$ cat src/rtl/ring_pkg.sv
// ring_pkg: register offsets and field positions shared by the ring manager.
// Assumes byte addressing of 32-bit registers.
package ring_pkg;
    localparam int PTR_IDX_W   = 14;   // index field width in pointer words
    localparam int PTR_TOG_BIT = 14;   // wrap-toggle position in pointer words
    localparam int INFO_CNT_LSB = 16;  // slot count field in info register
    localparam int ENTRY_SHIFT = 4;    // 16-byte descriptors

    localparam logic [7:0] OFS_INFO    = 8'h00;
    localparam logic [7:0] OFS_BASE_LO = 8'h04;
    localparam logic [7:0] OFS_BASE_HI = 8'h08;
    localparam logic [7:0] OFS_PROD    = 8'h0C;
    localparam logic [7:0] OFS_CONS    = 8'h10;
endpackage

$ cat src/rtl/ring_step.sv
// ring_step: next pointer after advancing one slot with wrap-and-toggle.
// Assumes the input index is below LIST_COUNT.
module ring_step #(
    parameter int LIST_COUNT = 64,
    parameter int IW = 6
) (
    input  logic          in_tog,
    input  logic [IW-1:0] in_idx,
    output logic          out_tog,
    output logic [IW-1:0] out_idx
);
    localparam logic [IW-1:0] LAST = IW'(LIST_COUNT - 1);

    // Increment the index; at the last slot wrap to zero and flip the toggle.
    always_comb begin
        if (in_idx == LAST) begin
            out_idx = '0;
            out_tog = ~in_tog;
        end else begin
            out_idx = in_idx + 1'b1;
            out_tog = in_tog;
        end
    end
endmodule

$ cat src/rtl/ring_level.sv
// ring_level: number of slots between a leading and a trailing pointer.
// Maps each pointer to a position toggle*N+index and subtracts modulo 2N.
// Assumes both indices are below LIST_COUNT.
module ring_level #(
    parameter int LIST_COUNT = 64,
    parameter int IW = 6,
    parameter int PW = 7
) (
    input  logic          lead_tog,
    input  logic [IW-1:0] lead_idx,
    input  logic          trail_tog,
    input  logic [IW-1:0] trail_idx,
    output logic [PW-1:0] occ
);
    localparam logic [PW-1:0] N_P  = PW'(LIST_COUNT);
    localparam logic [PW:0]   TWON = (PW+1)'(2 * LIST_COUNT);

    logic [PW-1:0] lead_pos;
    logic [PW-1:0] trail_pos;
    logic [PW:0]   diff;
    logic [PW:0]   wrapped;

    // Linear positions in [0, 2N).
    always_comb begin
        lead_pos  = lead_tog  ? (PW'(lead_idx)  + N_P) : PW'(lead_idx);
        trail_pos = trail_tog ? (PW'(trail_idx) + N_P) : PW'(trail_idx);
    end

    // Modular difference; add 2N back when the subtraction borrowed.
    always_comb begin
        diff    = {1'b0, lead_pos} - {1'b0, trail_pos};
        wrapped = diff + TWON;
        occ     = diff[PW] ? wrapped[PW-1:0] : diff[PW-1:0];
    end
endmodule

$ cat src/rtl/ring_regs.sv
// ring_regs: host-visible register bank. Stores the ring base words,
// decodes producer writes and multiplexes read data.
// Assumes a single shared address for reads and writes.
module ring_regs #(
    parameter int ADDR_W = 5
) (
    input  logic              clk,
    input  logic              rst_n,
    input  logic              wr_en,
    input  logic [ADDR_W-1:0] addr,
    input  logic [31:0]       wdata,
    input  logic [31:0]       info_word,
    input  logic [31:0]       prod_word,
    input  logic [31:0]       cons_word,
    output logic [31:0]       rdata,
    output logic              prod_wr,
    output logic [63:0]       base_addr
);
    import ring_pkg::*;

    localparam logic [ADDR_W-1:0] A_INFO = ADDR_W'(OFS_INFO);
    localparam logic [ADDR_W-1:0] A_BLO  = ADDR_W'(OFS_BASE_LO);
    localparam logic [ADDR_W-1:0] A_BHI  = ADDR_W'(OFS_BASE_HI);
    localparam logic [ADDR_W-1:0] A_PROD = ADDR_W'(OFS_PROD);
    localparam logic [ADDR_W-1:0] A_CONS = ADDR_W'(OFS_CONS);

    logic [31:0] base_lo_q;
    logic [31:0] base_hi_q;

    // Base address storage, cleared only by the chip reset.
    always_ff @(posedge clk) begin
        if (!rst_n) begin
            base_lo_q <= '0;
            base_hi_q <= '0;
        end else if (wr_en) begin
            if (addr == A_BLO) base_lo_q <= wdata;
            if (addr == A_BHI) base_hi_q <= wdata;
        end
    end

    // Producer write strobe for the acceptance logic in the top.
    assign prod_wr   = wr_en && (addr == A_PROD);
    assign base_addr = {base_hi_q, base_lo_q};

    // Read multiplexer; unmapped offsets read zero.
    always_comb begin
        case (addr)
            A_INFO:  rdata = info_word;
            A_BLO:   rdata = base_lo_q;
            A_BHI:   rdata = base_hi_q;
            A_PROD:  rdata = prod_word;
            A_CONS:  rdata = cons_word;
            default: rdata = '0;
        endcase
    end
endmodule

$ cat src/rtl/inbound_ring_mgr.sv
// inbound_ring_mgr: device-side tracker for a host-posted descriptor ring.
// The host moves the producer pointer by register write; the block refuses
// overruns, offers pending slots on a valid/ready pop port and advances its
// consumer pointer with the same wrap-and-toggle rule.
// Assumes 1 <= LIST_COUNT <= 16384 and ADDR_W >= 5.
module inbound_ring_mgr #(
    parameter int LIST_COUNT = 64,
    parameter int ADDR_W = 5
) (
    input  logic              clk,
    input  logic              rst_n,
    input  logic              comm_reset,
    input  logic              reg_wr_en,
    input  logic [ADDR_W-1:0] reg_addr,
    input  logic [31:0]       reg_wdata,
    output logic [31:0]       reg_rdata,
    output logic              pop_valid,
    input  logic              pop_ready,
    output logic [13:0]       pop_slot,
    output logic [63:0]       pop_entry_addr,
    output logic              ring_empty,
    output logic              ring_full,
    output logic              ovf_err
);
    import ring_pkg::*;

    localparam int IW = (LIST_COUNT > 1) ? $clog2(LIST_COUNT) : 1;
    localparam int PW = IW + 1;
    localparam logic [IW-1:0] LAST = IW'(LIST_COUNT - 1);
    localparam logic [PW-1:0] N_P  = PW'(LIST_COUNT);

    logic          prod_tog, cons_tog;
    logic [IW-1:0] prod_idx, cons_idx;
    logic          err_q;

    logic          nxt_tog;
    logic [IW-1:0] nxt_idx;
    logic [PW-1:0] cur_occ, new_occ;
    logic          cand_tog, cand_in_range;
    logic [IW-1:0] cand_idx;
    logic          prod_wr, wr_accept, wr_refuse, pop_fire;
    logic [63:0]   base_addr;
    logic [31:0]   info_word, prod_word, cons_word;

    // Candidate producer value taken from the write data.
    always_comb begin
        cand_tog      = reg_wdata[PTR_TOG_BIT];
        cand_in_range = {1'b0, reg_wdata[PTR_IDX_W-1:0]} < 15'(LIST_COUNT);
        cand_idx      = reg_wdata[IW-1:0];
    end

    ring_step #(.LIST_COUNT(LIST_COUNT), .IW(IW)) u_step (
        .in_tog (cons_tog), .in_idx (cons_idx),
        .out_tog(nxt_tog),  .out_idx(nxt_idx)
    );

    ring_level #(.LIST_COUNT(LIST_COUNT), .IW(IW), .PW(PW)) u_cur (
        .lead_tog (prod_tog), .lead_idx (prod_idx),
        .trail_tog(cons_tog), .trail_idx(cons_idx),
        .occ      (cur_occ)
    );

    ring_level #(.LIST_COUNT(LIST_COUNT), .IW(IW), .PW(PW)) u_new (
        .lead_tog (cand_tog), .lead_idx (cand_idx),
        .trail_tog(cons_tog), .trail_idx(cons_idx),
        .occ      (new_occ)
    );

    ring_regs #(.ADDR_W(ADDR_W)) u_regs (
        .clk      (clk),
        .rst_n    (rst_n),
        .wr_en    (reg_wr_en),
        .addr     (reg_addr),
        .wdata    (reg_wdata),
        .info_word(info_word),
        .prod_word(prod_word),
        .cons_word(cons_word),
        .rdata    (reg_rdata),
        .prod_wr  (prod_wr),
        .base_addr(base_addr)
    );

    // Status and handshake decode.
    always_comb begin
        ring_empty = (cur_occ == '0);
        ring_full  = (cur_occ == N_P);
        pop_valid  = !ring_empty;
        pop_fire   = pop_valid && pop_ready;
        wr_accept  = prod_wr && cand_in_range && (new_occ <= N_P) && (new_occ >= cur_occ);
        wr_refuse  = prod_wr && !wr_accept;
    end

    // Pointer and error state; comm_reset re-initialises like rst_n.
    always_ff @(posedge clk) begin
        if (!rst_n || comm_reset) begin
            prod_tog <= 1'b1;
            prod_idx <= LAST;
            cons_tog <= 1'b1;
            cons_idx <= LAST;
            err_q    <= 1'b0;
        end else begin
            if (wr_accept) begin
                prod_tog <= cand_tog;
                prod_idx <= cand_idx;
            end
            if (pop_fire) begin
                cons_tog <= nxt_tog;
                cons_idx <= nxt_idx;
            end
            if (wr_refuse) err_q <= 1'b1;
        end
    end

    // Register-format words for readback.
    always_comb begin
        prod_word = '0;
        prod_word[IW-1:0]   = prod_idx;
        prod_word[PTR_TOG_BIT] = prod_tog;
        cons_word = '0;
        cons_word[IW-1:0]   = cons_idx;
        cons_word[PTR_TOG_BIT] = cons_tog;
        info_word = '0;
        info_word[31:INFO_CNT_LSB] = 16'(LIST_COUNT);
        info_word[2:0] = {ring_full, ring_empty, err_q};
    end

    // Offered slot and the byte address of its descriptor.
    always_comb begin
        pop_slot = '0;
        pop_slot[IW-1:0] = nxt_idx;
        pop_entry_addr = base_addr + (64'(nxt_idx) << ENTRY_SHIFT);
    end

    assign ovf_err = err_q;
endmodule

$ cat config.mk
export PLATFORM = sky130hd
export DESIGN_NAME = inbound_ring_mgr
export DESIGN_NICKNAME = d
export VERILOG_FILES = /design/src/rtl/ring_pkg.sv /design/src/rtl/ring_step.sv /design/src/rtl/ring_level.sv /design/src/rtl/ring_regs.sv /design/src/rtl/inbound_ring_mgr.sv
export SDC_FILE = /design/constraint.sdc
export NUM_CORES = 1
export LEC_CHECK = 0
export BUFFER_PORTS_ARGS = -buffer_cell sky130_fd_sc_hd__buf_2
export CORE_ASPECT_RATIO = 1.1
export CORE_MARGIN = 4
export CORE_UTILIZATION = 47
export CTS_CLUSTER_DIAMETER = 120
export DETAILED_ROUTE_END_ITERATION = 8
export GPL_TIMING_DRIVEN = 0
export PLACE_DENSITY = 0.79
export SETUP_SLACK_MARGIN = 0.15
export SLEW_MARGIN = 25
export SYNTH_ARGS = -nofsm -noshare
export SYNTH_HDL_FRONTEND = slang
export SYNTH_HIERARCHICAL = 1
export SYNTH_SLANG_ARGS = --single-unit
$ cat constraint.sdc
create_clock -name clk -period 4.2 [get_ports clk]
set_input_delay 0.21 -clock clk [delete_from_list [all_inputs] [get_ports clk]]
set_output_delay 0.21 -clock clk [all_outputs]
set_load 0.05 [all_outputs]
# After elaboration in Yosys (flattened, before gate mapping)
# Index checks and enable logic that the tools add are counted.
dict set report op_classes {
  bitwise_logic 1
  muxes 7
  n_eq_ne 6
  n_lt_le_gt_ge 3
  reduce_logical 15
  addsub 9
}
# cell count
set ops {}
lappend ops {{32-bit case mux with 5 select lines} 1}
lappend ops {{64-bit by 10-bit adder with 64-bit output} 1}
lappend ops {{7-bit 2-to-1 mux} 5}
lappend ops {{6-bit by 7-bit adder with 7-bit output (second input constant)} 3}
lappend ops {{7-bit by 7-bit subtractor with 8-bit output} 2}
lappend ops {{7-bit by 1-bit adder with 7-bit output (second input constant)} 2}
lappend ops {{14-bit by 7-bit less-than comparator with 1-bit output (second input constant)} 1}
lappend ops {{5-bit by 4-bit equality test with 1-bit output (second input constant)} 2}
lappend ops {{7-bit equality test (second input constant)} 1}
lappend ops {{7-bit greater-or-equal comparator} 1}
lappend ops {{7-bit <= comparator (second input constant)} 1}
lappend ops {{7-bit logical NOT} 1}
lappend ops {{6-bit by 1-bit adder with 6-bit output (second input constant)} 1}
lappend ops {{6-bit equality test (second input constant)} 1}
lappend ops {{1-bit logical AND} 6}
lappend ops {{6-bit 2-to-1 mux} 1}
lappend ops {{2-bit AND reduction} 3}
lappend ops {{5-bit by 3-bit equality test with 1-bit output (second input constant)} 1}
lappend ops {{5-bit equality test (second input constant)} 1}
lappend ops {{5-bit logical NOT} 1}
lappend ops {{1-bit logical NOT} 3}
lappend ops {{1-bit logical OR} 1}
lappend ops {{1-bit inverter} 1}
dict set report word_totals {
  in_bits 42
  register_bits 79
  out_inout_bits 114
  wordCells 48
}

# Depth between registers and ports, before layout
# Gate-level depths: netlist (run 1).
dict set report logic_depth {
  word_depth 10
  mapped_depth 14
  depth_no_buf 14
}

# Modules after synthesis
# Netlist (run 1), hierarchy kept.
# mod seq_area_each_um2 n_inst area_each_um2 cells_per_inst
set by_module_without_submodules {}
lappend by_module_without_submodules {ring_regs 1281.2 1 3598.5 405}
lappend by_module_without_submodules {inbound_ring_mgr 300.3 1 2296.0 308}
lappend by_module_without_submodules {ring_level 0.0 2 286.5 38}
lappend by_module_without_submodules {ring_step 0.0 1 106.4 16}

# Worst setup path after synthesis (run 1)
# OpenSTA, ideal clock, no wires.
dict set report synth_path {
  path_type {register to output}
  startpoint {register cons_idx[0]}
  endpoint {output port pop_entry_addr[40]}
  n_path_buf 0
  path_stages_with_launch 13
  arrival_time_ns 4.239
  path_slack_ns -0.249
  t_required_ns 3.990
  path_cell_list {dfxtp_1 ha_1 nand3_2 nor2_2 nor2_1 ha_1 inv_1 fa_1 or2b_2 a21o_2 a2111oi_4 nand4_1 xnor2_1}
}
dict set report synth_via {
  elab_chain_cells 3
  word_cells_on_any_way 4
  cone_classes {2 x add/sub; 1 x eq/ne; 1 x mux}
}
# item line
set synth_lines {}
lappend synth_lines {{start, declared} inbound_ring_mgr.sv:33} ;# logic [IW-1:0] prod_idx, cons_idx;
lappend synth_lines {{start signal, assigned} inbound_ring_mgr.sv:108} ;# cons_idx <= nxt_idx;
lappend synth_lines {{6-bit by 1-bit adder with 6-bit output or 6-bit equality test (tied branches)} {ring_step.sv:20, ring_step.sv:16}}
lappend synth_lines {{6-bit 2-to-1 mux (*)} ring_step.sv:16} ;# if (in_idx == LAST) begin
lappend synth_lines {{net pop_slot[0]} inbound_ring_mgr.sv:19} ;# output logic [13:0] pop_slot,
lappend synth_lines {{64-bit by 10-bit adder with 64-bit output (*)} inbound_ring_mgr.sv:131} ;# pop_entry_addr = base_addr + (64'(nxt_idx) << ENTRY_SHIFT);
lappend synth_lines {{end, declared} inbound_ring_mgr.sv:20} ;# output logic [63:0] pop_entry_addr,
# Mark *: on every way through the listed nets, which the timed path passes. The rest lies on a longest branch.

# Worst setup path after layout (run 1)
dict set report layout_path {
  startpoint {register cons_idx[0]}
  endpoint {output port pop_entry_addr[40]}
}
dict set report layout_via {
  elab_chain_cells 3
  word_cells_on_any_way 4
  cone_classes {2 x add/sub; 1 x eq/ne; 1 x mux}
}
# item line
set layout_lines {}
lappend layout_lines {{6-bit by 1-bit adder with 6-bit output or 6-bit equality test (tied branches)} {ring_step.sv:20, ring_step.sv:16}}
lappend layout_lines {{6-bit 2-to-1 mux (*)} ring_step.sv:16}
lappend layout_lines {{64-bit by 10-bit adder with 64-bit output (*)} inbound_ring_mgr.sv:131}
# Every way passes the cells marked *; elsewhere a longest branch is shown, timed or not.

==> qor.csv, run 1 <==
metric;value;unit
status;finished, final reports clean;
finalSetupTns;0;ns
drcViolationCount;0;
antennaDiodeCount;0;
synthCells;805;
layout_common_cells;147 x buf_2, 133 x nand2_1, 112 x mux2i_1, 87 x conb_1, 77 x dfxtp_1;
die-area;0.0159;sq mm
maxCapViolations;0;
fin_util;61.2;%
vdd.ir_drop.worst;0.252;mV
post_synth.cell_area_avg;8.17;sq um
grt_max_degree;15;
setup_viol;0;
period_share;94.1;%
path_class;flop to output port;
ys_ff_latch;79;
place_area;0.00796;sq mm
timing.fmax;253;MHz
grt_pass1_vias;6333;
cp.required;3.99;ns
fp.dieW;121;um
drtAntennaViolNets;0;
gr-total-overflow;0;
arrival;3.74;ns
drive_gt1_share;22.0;%
critPathCaptureType;output port;
syn-cell-area;0.00657;sq mm
clock_latency;0.35;ns
synth_top_cell_by_area;dfxtp_1;
hp-class;input port to flop;
cts.sinks;79;
grt_use_total;25.6;%
cts-buffers-inserted;9;
die_h;132;um
hp-start;reg_wdata[15];
yosys_warnings;6;
fin_area;0.00840;sq mm
seq_area_frac_synth;24.1;%
viasPerCell;5.47;
start_util;47.9;%
worst_clock_skew;0.00587;ns
ys_top_cells_by_area;dfxtp_1 24%, mux2i_1 17%, nand2_1 7.6%, xnor2_1 5.6%, ha_1 4.9%;
cp_max_fo;9;
antenna_found_initial;0;
synth_top_area_share;24.1;%
cts-root-buf;clkbuf_16;
cts_max_level;3;
power.leakage;0.00403;uW
p_per_area;342;mW/mm^2
num_rows;45;
area_delta_synth_final;27.8;%
grt_first_pass_wirelength;32700;um
cp-start-kind;flop;
io_pins;156;
firstDrtPassIters;5;
rsz0062_at_grt;no;
io_buffers;146;
final_common_cell;buf_2;
slew_headroom;43.4;%
wl;21400;um
hold_ws;0.152;ns
synthArstFlopShare;0;%
cts_tree;yes;
cts_max_path_buffers;2;
clkTransAtPathRegs;0.07;ns
core-area;0.0137;sq mm
critical_path.startpoint;cons_idx[0]$_SDFFE_PP1P_;
nets;1121;
hpwl;16700;um
synth_edf_count;0;
r2r-start;cons_idx[2]$_SDFFE_PP1P_;
synth_ff_type;dfxtp_1;
drt_iter0_markers;609;
finalPower;2870;uW
final-hold-violation-count;0;
wl_per_cell;17.2;um
ys_types;61;
gp_congestion;0.959;
vias;6802;
tightest_slew;0.849;ns
fin_crit;3.95;ns
maxSlewViolCount;0;
synthesized netlist by cell type, types with 2 or more instances:
master and n:
nand2_1 133, mux2i_1 112, dfxtp_1 79, inv_1 70
xnor2_1 42, nor2_1 39, a221o_1 31, o32ai_1 31
clkbuf_1 28, xor2_1 28, ha_1 26, nand3_1 20
nor3_1 20, nand4_1 15, a21oi_1 14, buf_4 12
o21ai_0 6, and3_1 5, nor2b_1 5, nor4_1 5
nor4_2 5, o21a_1 5, a21o_1 4, and4_1 4
buf_2 4, nand2b_1 4, a21o_2 3, buf_1 3
buf_6 3, fa_1 3, o211ai_1 3, or4_1 3
a211oi_2 2, a21oi_2 2, a221oi_1 2, and2_1 2
conb_1 2, o2111ai_1 2, o2111ai_2 2, o21bai_1 2
o31a_1 2, o31ai_1 2, or3_1 2
power by group:
| part | switching (uW) | leakage (uW) | internal [uW] | total [uW] |
|---|---|---|---|---|
| Sequential | 39.4 | 0.000638 | 767 | 806 |
| Clock | 332 | 0.000159 | 540 | 872 |
| Combinational | 819 | 0.00323 | 373 | 1190 |
final cells by class:
class / count / area [sq um]
multi-input combinational: 690 / 4950
sequential: 79 / 1590
clock inverter: 6 / 93.8
inverter: 71 / 267
tap: 188 / 235
buffer: 50 / 260
fill: 1234 / 5340
timing repair buffer: 149 / 768
clock buffer: 10 / 239
metrics by stage:
| stage | cells | worst slack [ns] |
|---|---|---|
| CTS | 1242 | 0.141 |
| floorplan | 890 | 0.237 |
| global route | 1243 | 0.133 |
| global placement | 1224 | 0.308 |
| finish | 1243 | 0.247 |
| detailed placement | 1224 | 0.234 |
registers in the layout (all words and copies together), names as in the netlist:
| name | flops |
|---|---|
| u_regs/base_hi_q | 32 |
| u_regs/base_lo_q | 32 |
| cons_idx | 6 |
| prod_idx | 6 |
| cons_tog | 1 |
| ovf_err | 1 |
| prod_tog | 1 |
kinds of logic after synthesis:
group / after synthesis / synth area share (%)
buffers and inverters: 121 / 8.01
AO/OA/AOI/OAI: 118 / 15.6
AND/OR/NAND/NOR: 274 / 20.0
flip-flops: 79 / 24.1
multiplexers: 112 / 17.1
XOR/XNOR: 70 / 9.33
adder cells (fa/ha/maj): 29 / 5.86
other: 2 / 0.114
repair_timing:
action / CTS / global route
gates resized for setup: 8 / 13
buffers inserted: 2 / 1
pin swaps: 1 / 3
cloned: 0 / 0
endpoints found under the hold margin: 0 / 0
endpoints found under the setup margin: 28 / 34
hold buffers: 0 / 0
critical path, stage by stage (launching register included):
cell	delay [ns]
dfxtp_4	0.39
ha_2	0.22
nand3_2	0.10
nor2_2	0.08
nor2_2	0.15
ha_2	0.21
inv_1	0.05
fa_1	0.41
or2b_2	0.35
a21o_4	0.24
a2111oi_4	0.37
buf_6	0.18
nand4_1	0.14
xnor2_2	0.22
clkbuf_4	0.27
final timing paths:
path | endpoint | slack [ns] | cells past startpoint
setup / recovery | pop_entry_addr[40] | 0.25 | 14
hold / removal | u_regs/base_lo_q[15]$_SDFFE_PN0P_ | 0.15 | 3
setup reg to reg | prod_idx[1]$_SDFFE_PP1P_ | 0.92 | 10
hold reg to reg | u_regs/base_hi_q[27]$_SDFFE_PN0P_ | 0.48 | 2
routing by layer:
metal | wire length, um | GRT usage (%) | vias up | part of all wire, %
met4 | 809 | 12.2 | 0 | 3.8
met1 | 8710 | 32.2 | 3154 | 41
li1 | - | - | 3261 | -
met3 | 1650 | 3.99 | 58 | 7.7
met5 | 0 | 0 | - | 0
met2 | 10200 | 42.7 | 329 | 48
Note: power is estimated with default switching activity, not from simulation.
==> run 2, diff against run 1 <==
Settings changed: CELL_PAD_IN_SITES_DETAIL_PLACEMENT set to 1, CELL_PAD_IN_SITES_GLOBAL_PLACEMENT set to 1, CORE_UTILIZATION 47 to 40, PLACE_DENSITY 0.79 to 0.89.
==> qor.csv, run 2 (synthesis results as in run 1) <==
metric;value;unit
vias;7061;
firstDrtPassIters;5;
ff_latch_area;0.00159;sq mm
slowest_stage;dfxtp_4;
rsz0062_at_grt;yes;
r2r_end;prod_idx[2]$_SDFFE_PP1P_;
finalSetupTns;0;ns
top_regs;u_regs/base_hi_q (32), u_regs/base_lo_q (32);
p_per_area;333;mW/mm^2
worstPathCellList;ha_2, nand3_2, nor2_2, nor2_2, ha_2, inv_1, fa_2, or2b_4, a21o_4, a2111oi_4, buf_6, nand3_1, xnor2_2, buf_6;
die-area;0.0186;sq mm
drive_gt1_share;22.6;%
start_util;41.3;%
layout_common_cells;144 x buf_2, 133 x nand2_1, 112 x mux2i_1, 87 x conb_1, 76 x dfxtp_1;
io_buffers;146;
cp.required;3.99;ns
cts_tree;yes;
placedCellCount;1236;
fill_cells;2029;
finalPower;2810;uW
met1_usage;33.8;%
gp_congestion;0.931;
grt_use_met3;3.87;%
power.leakage;0.00405;uW
grt_max_degree;17;
pre_cts_ws;0.0414;ns
cts-buffers-inserted;9;
die_h;142;um
nets;1124;
area_delta_synth_final;28.5;%
drcViolationCount;0;
r2r-start;cons_idx[3]$_SDFFE_PP1P_;
hold_buffers;0;
top_usage_layer;met2;
final-hold-violation-count;0;
setup_ws;0.289;ns
cts.sinks;79;
cts-root-buf;clkbuf_16;
hpwl;20000;um
critPathCaptureType;output port;
viasPerCell;5.60;
period_share;93.1;%
met2_usage;48.4;%
drt_iter0_markers;513;
reg2reg_depth;10;
cts_max_level;3;
hp-class;input port to flop;
grt_pass1_vias;7279;
num_rows;48;
timing.fmax;256;MHz
grt_use_total;27.9;%
status;finished, final reports clean;
final_common_cell;buf_2;
vdd.ir_drop.worst;0.265;mV
cp-start-kind;flop;
gr-total-overflow;0;
maxCapViolations;0;
worst_clock_skew;0.00619;ns
multi_input_area;0.00497;sq mm
rrSetupSlack;0.81;ns
io_pins;156;
wl_per_cell;20.8;um
tightest_slew;0.942;ns
wl;26200;um
setup_viol;0;
fp.dieW;130;um
fin_crit;3.91;ns
drtAntennaViolNets;0;
core-area;0.0159;sq mm
slew_headroom;37.2;%
cp_slowest_stage_delay;0.40;ns
instances_no_fill;1260;
grt_first_pass_wirelength;40000;um
arrival;3.70;ns
clkTransAtPathRegs;0.07;ns
whs_path_depth;3;
whs_endpoint;u_regs/base_hi_q[21]$_SDFFE_PN0P_;
cts_max_path_buffers;2;
maxSlewViolCount;0;
antenna_found_initial;2;
hp-start;reg_wdata[21];
path_class;flop to output port;
clock_latency;0.36;ns
hold_ws;0.143;ns
cp_max_fo;9;
[run 2: changes by cell type in the layout (fill, tap and decap cells not counted), moves of 2 or more]
cell / before / now
bufinv_16: 2 / 0
inv_8: 0 / 2
inv_6: 0 / 2
diode_2: 0 / 2
a21oi_2: 3 / 5
buf_4: 15 / 20
buf_2: 147 / 144
a21oi_1: 13 / 11
[run 2: timing repair]
action,in CTS,in global routing
hold endpoints to repair,0,0
buffers inserted,1,5
resized for setup,17,15
cloned,0,0
setup endpoints to repair,42,35
pin swaps,3,3
[run 2: how the worst max path moves through the flow]
stage	slack, ns	endpoint	cells after the start	start
detailed placement	0.04	pop_entry_addr[49]	11	cons_idx[0]$_SDFFE_PP1P_
global route	0.11	pop_entry_addr[37]	9	cons_idx[3]$_SDFFE_PP1P_
floorplan	0.24	pop_entry_addr[40]	12	cons_idx[0]$_SDFFE_PP1P_
global placement	0.19	pop_entry_addr[49]	11	cons_idx[0]$_SDFFE_PP1P_
CTS	0.18	pop_entry_addr[40]	14	cons_idx[0]$_SDFFE_PP1P_
finish	0.29	pop_entry_addr[36]	14	cons_idx[0]$_SDFFE_PP1P_
[run 2: area by class of cell]
| cell class | instances | area share [%] |
|---|---|---|
| multi-input cells | 690 | 58.9 |
| flip-flops and latches | 79 | 18.8 |
| repair buffers | 152 | 9.64 |
| inverters | 71 | 3.16 |
| plain buffers | 50 | 3.08 |
| well taps | 200 | 2.96 |
| clock buffers | 9 | 2.67 |
| clock inverters | 7 | 0.741 |
| diodes | 2 | 0.0593 |
[run 2: layer usage]
| layer | vias to the layer above | routed length (um) |
|---|---|---|
| li1 | 3258 | - |
| met5 | - | 0 |
| met1 | 3441 | 10700 |
| met3 | 80 | 1460 |
| met2 | 282 | 12900 |
| met4 | 0 | 1120 |
[run 2: power breakdown]
part           switching (uW)  internal [uW]
Combinational             848            376
Clock                     366            414
Sequential               41.6            767
Total                    1260           1560
[run 2: metrics by stage]
step,utilization (%),instance area [sq um]
final,53.1,8450
after global routing,53.1,8450
after CTS,52.4,8340
after detailed placement,50.1,7970
after global placement,50.1,7970
after floorplan,-,6990
[run 2: worst max-delay path: cells and delay by family, from the launching register on]
kind            cells  cell delay (ns)
simple gates        5             0.77
xor+xnor            1             0.29
fa+ha+maj           3             0.82
compound gates      2             0.61
buf+inv             3             0.44
flops               1             0.40
==> run 3, diff against run 2 <==
Settings changed: RECOVER_POWER set to 100.
==> qor.csv, run 3 (synthesis results as in run 1) <==
metric;value;unit
status;finished, final reports clean;
top_regs;u_regs/base_hi_q (32), u_regs/base_lo_q (32);
timing.fmax;249;MHz
cts.sinks;79;
maxSlewViolCount;0;
io_buffers;146;
period_share;95.5;%
cts-buffers-inserted;9;
critPathCaptureType;output port;
clock_latency;0.36;ns
grt_first_pass_wirelength;40000;um
fin_crit;4.01;ns
wl_per_cell;20.9;um
instances_no_fill;1260;
crit_top_cell;ha_2;
die_h;142;um
core-area;0.0159;sq mm
arrival;3.80;ns
viasPerCell;5.65;
fin_util;52.0;%
area_delta_synth_final;26.0;%
drtAntennaViolNets;0;
io_pins;156;
num_rows;48;
finalPower;2790;uW
gr-total-overflow;0;
layout_common_cells;133 x nand2_1, 112 x mux2i_1, 100 x clkbuf_1, 87 x conb_1, 76 x dfxtp_1;
die-area;0.0186;sq mm
grt_use_met3;3.87;%
top_usage_layer;met2;
drt_iter0_markers;490;
antenna_found_initial;2;
cp_max_fo;9;
worstPathCellList;ha_2, nand3_2, nor2_1, nor2_2, ha_2, inv_1, fa_2, or2b_4, a21o_4, a2111oi_4, buf_6, nand4_1, xnor2_2, clkbuf_2;
rsz0062_at_grt;yes;
grt_use_total;27.9;%
placedCellCount;1236;
p_per_area;337;mW/mm^2
gp_congestion;0.931;
power.leakage;0.00370;uW
final_common_cell;nand2_1;
cts-root-buf;clkbuf_16;
cp.required;3.99;ns
fp.dieW;130;um
cts_max_level;3;
worst_clock_skew;0.00579;ns
hpwl;20000;um
maxCapViolations;0;
cp-start-kind;flop;
start_util;41.3;%
slowest_stage;dfxtp_4;
cts_max_path_buffers;2;
drcViolationCount;0;
clkTransAtPathRegs;0.07;ns
met1_usage;33.8;%
vias;7117;
path_class;flop to output port;
cp_slowest_stage_delay;0.40;ns
setup_viol;0;
wl;26300;um
met2_usage;48.4;%
grt_max_degree;17;
drive_gt1_share;15.2;%
tightest_slew;0.988;ns
final-hold-violation-count;0;
path_buf_inv;3;
finalSetupTns;0;ns
slew_headroom;34.2;%
nets;1124;
grt_pass1_vias;7279;
firstDrtPassIters;5;
hold_ws;0.139;ns
vdd.ir_drop.worst;0.261;mV
worst_path_dominant_cell_family;adder cells;
hold_buffers;0;
cts_tree;yes;
hp-class;input port to flop;
[run 3: cell type report]
cell class / instances / area, sq um
antenna: 2 / 5.00
clock inverter: 7 / 62.6
tap: 200 / 250
fill: 2058 / 7630
buffer: 50 / 223
inverter: 71 / 267
clock buffer: 9 / 225
sequential: 79 / 1590
multi-input combinational: 690 / 4940
timing repair buffer: 152 / 726
[run 3: final timing paths]
check	start	endpoint	slack, ns	cells after the start
setup / recovery	cons_idx[0]$_SDFFE_PP1P_	pop_entry_addr[42]	0.19	14
hold / removal	reg_wdata[21]	u_regs/base_hi_q[21]$_SDFFE_PN0P_	0.14	3
setup reg to reg	cons_idx[3]$_SDFFE_PP1P_	prod_idx[2]$_SDFFE_PP1P_	0.63	10
hold reg to reg	u_regs/base_lo_q[6]$_SDFFE_PN0P_	u_regs/base_lo_q[6]$_SDFFE_PN0P_	0.50	2
[run 3: worst reg2reg max path, cell delays in order (launching register included)]
cell and delay [ns]:
dfxtp_1 0.52, inv_1 0.09, ha_1 0.34, o21a_1 0.15
o31a_1 0.22, a21oi_1 0.09, or4_1 0.45, o31ai_1 0.44
nand4_1 0.30, a31oi_2 0.65, mux2i_1 0.26
[run 3: timing repair]
action	in CTS	in global routing
pin swaps	3	3
endpoints found under the setup margin	42	35
gates resized for setup	17	15
buffers inserted	1	5
[run 3: per-stage QoR]
stage | instance area [sq um] | setup WS [ns]
2_1_floorplan | 6990 | 0.237
3_3_place_gp | 7970 | 0.194
3_5_place_dp | 7970 | 0.0414
4_1_cts | 8340 | 0.183
5_1_grt | 8280 | 0.0506
6_report | 8280 | 0.190
[run 3: routing by layer]
layer	part of all wire, %	routed length, um	vias to the layer above
met2	49	12900	307
met3	6.0	1580	84
met5	0	0	-
met4	4.3	1120	0
met1	41	10700	3470
li1	-	-	3256
[run 3: report_power, final]
part           internal, uW  total (uW)  switching [uW]  leakage, uW
clock                   414         783             369     0.000144
sequential              767         808            41.5     0.000637
combinational           355        1200             842      0.00292
total                  1540        2790            1250      0.00370
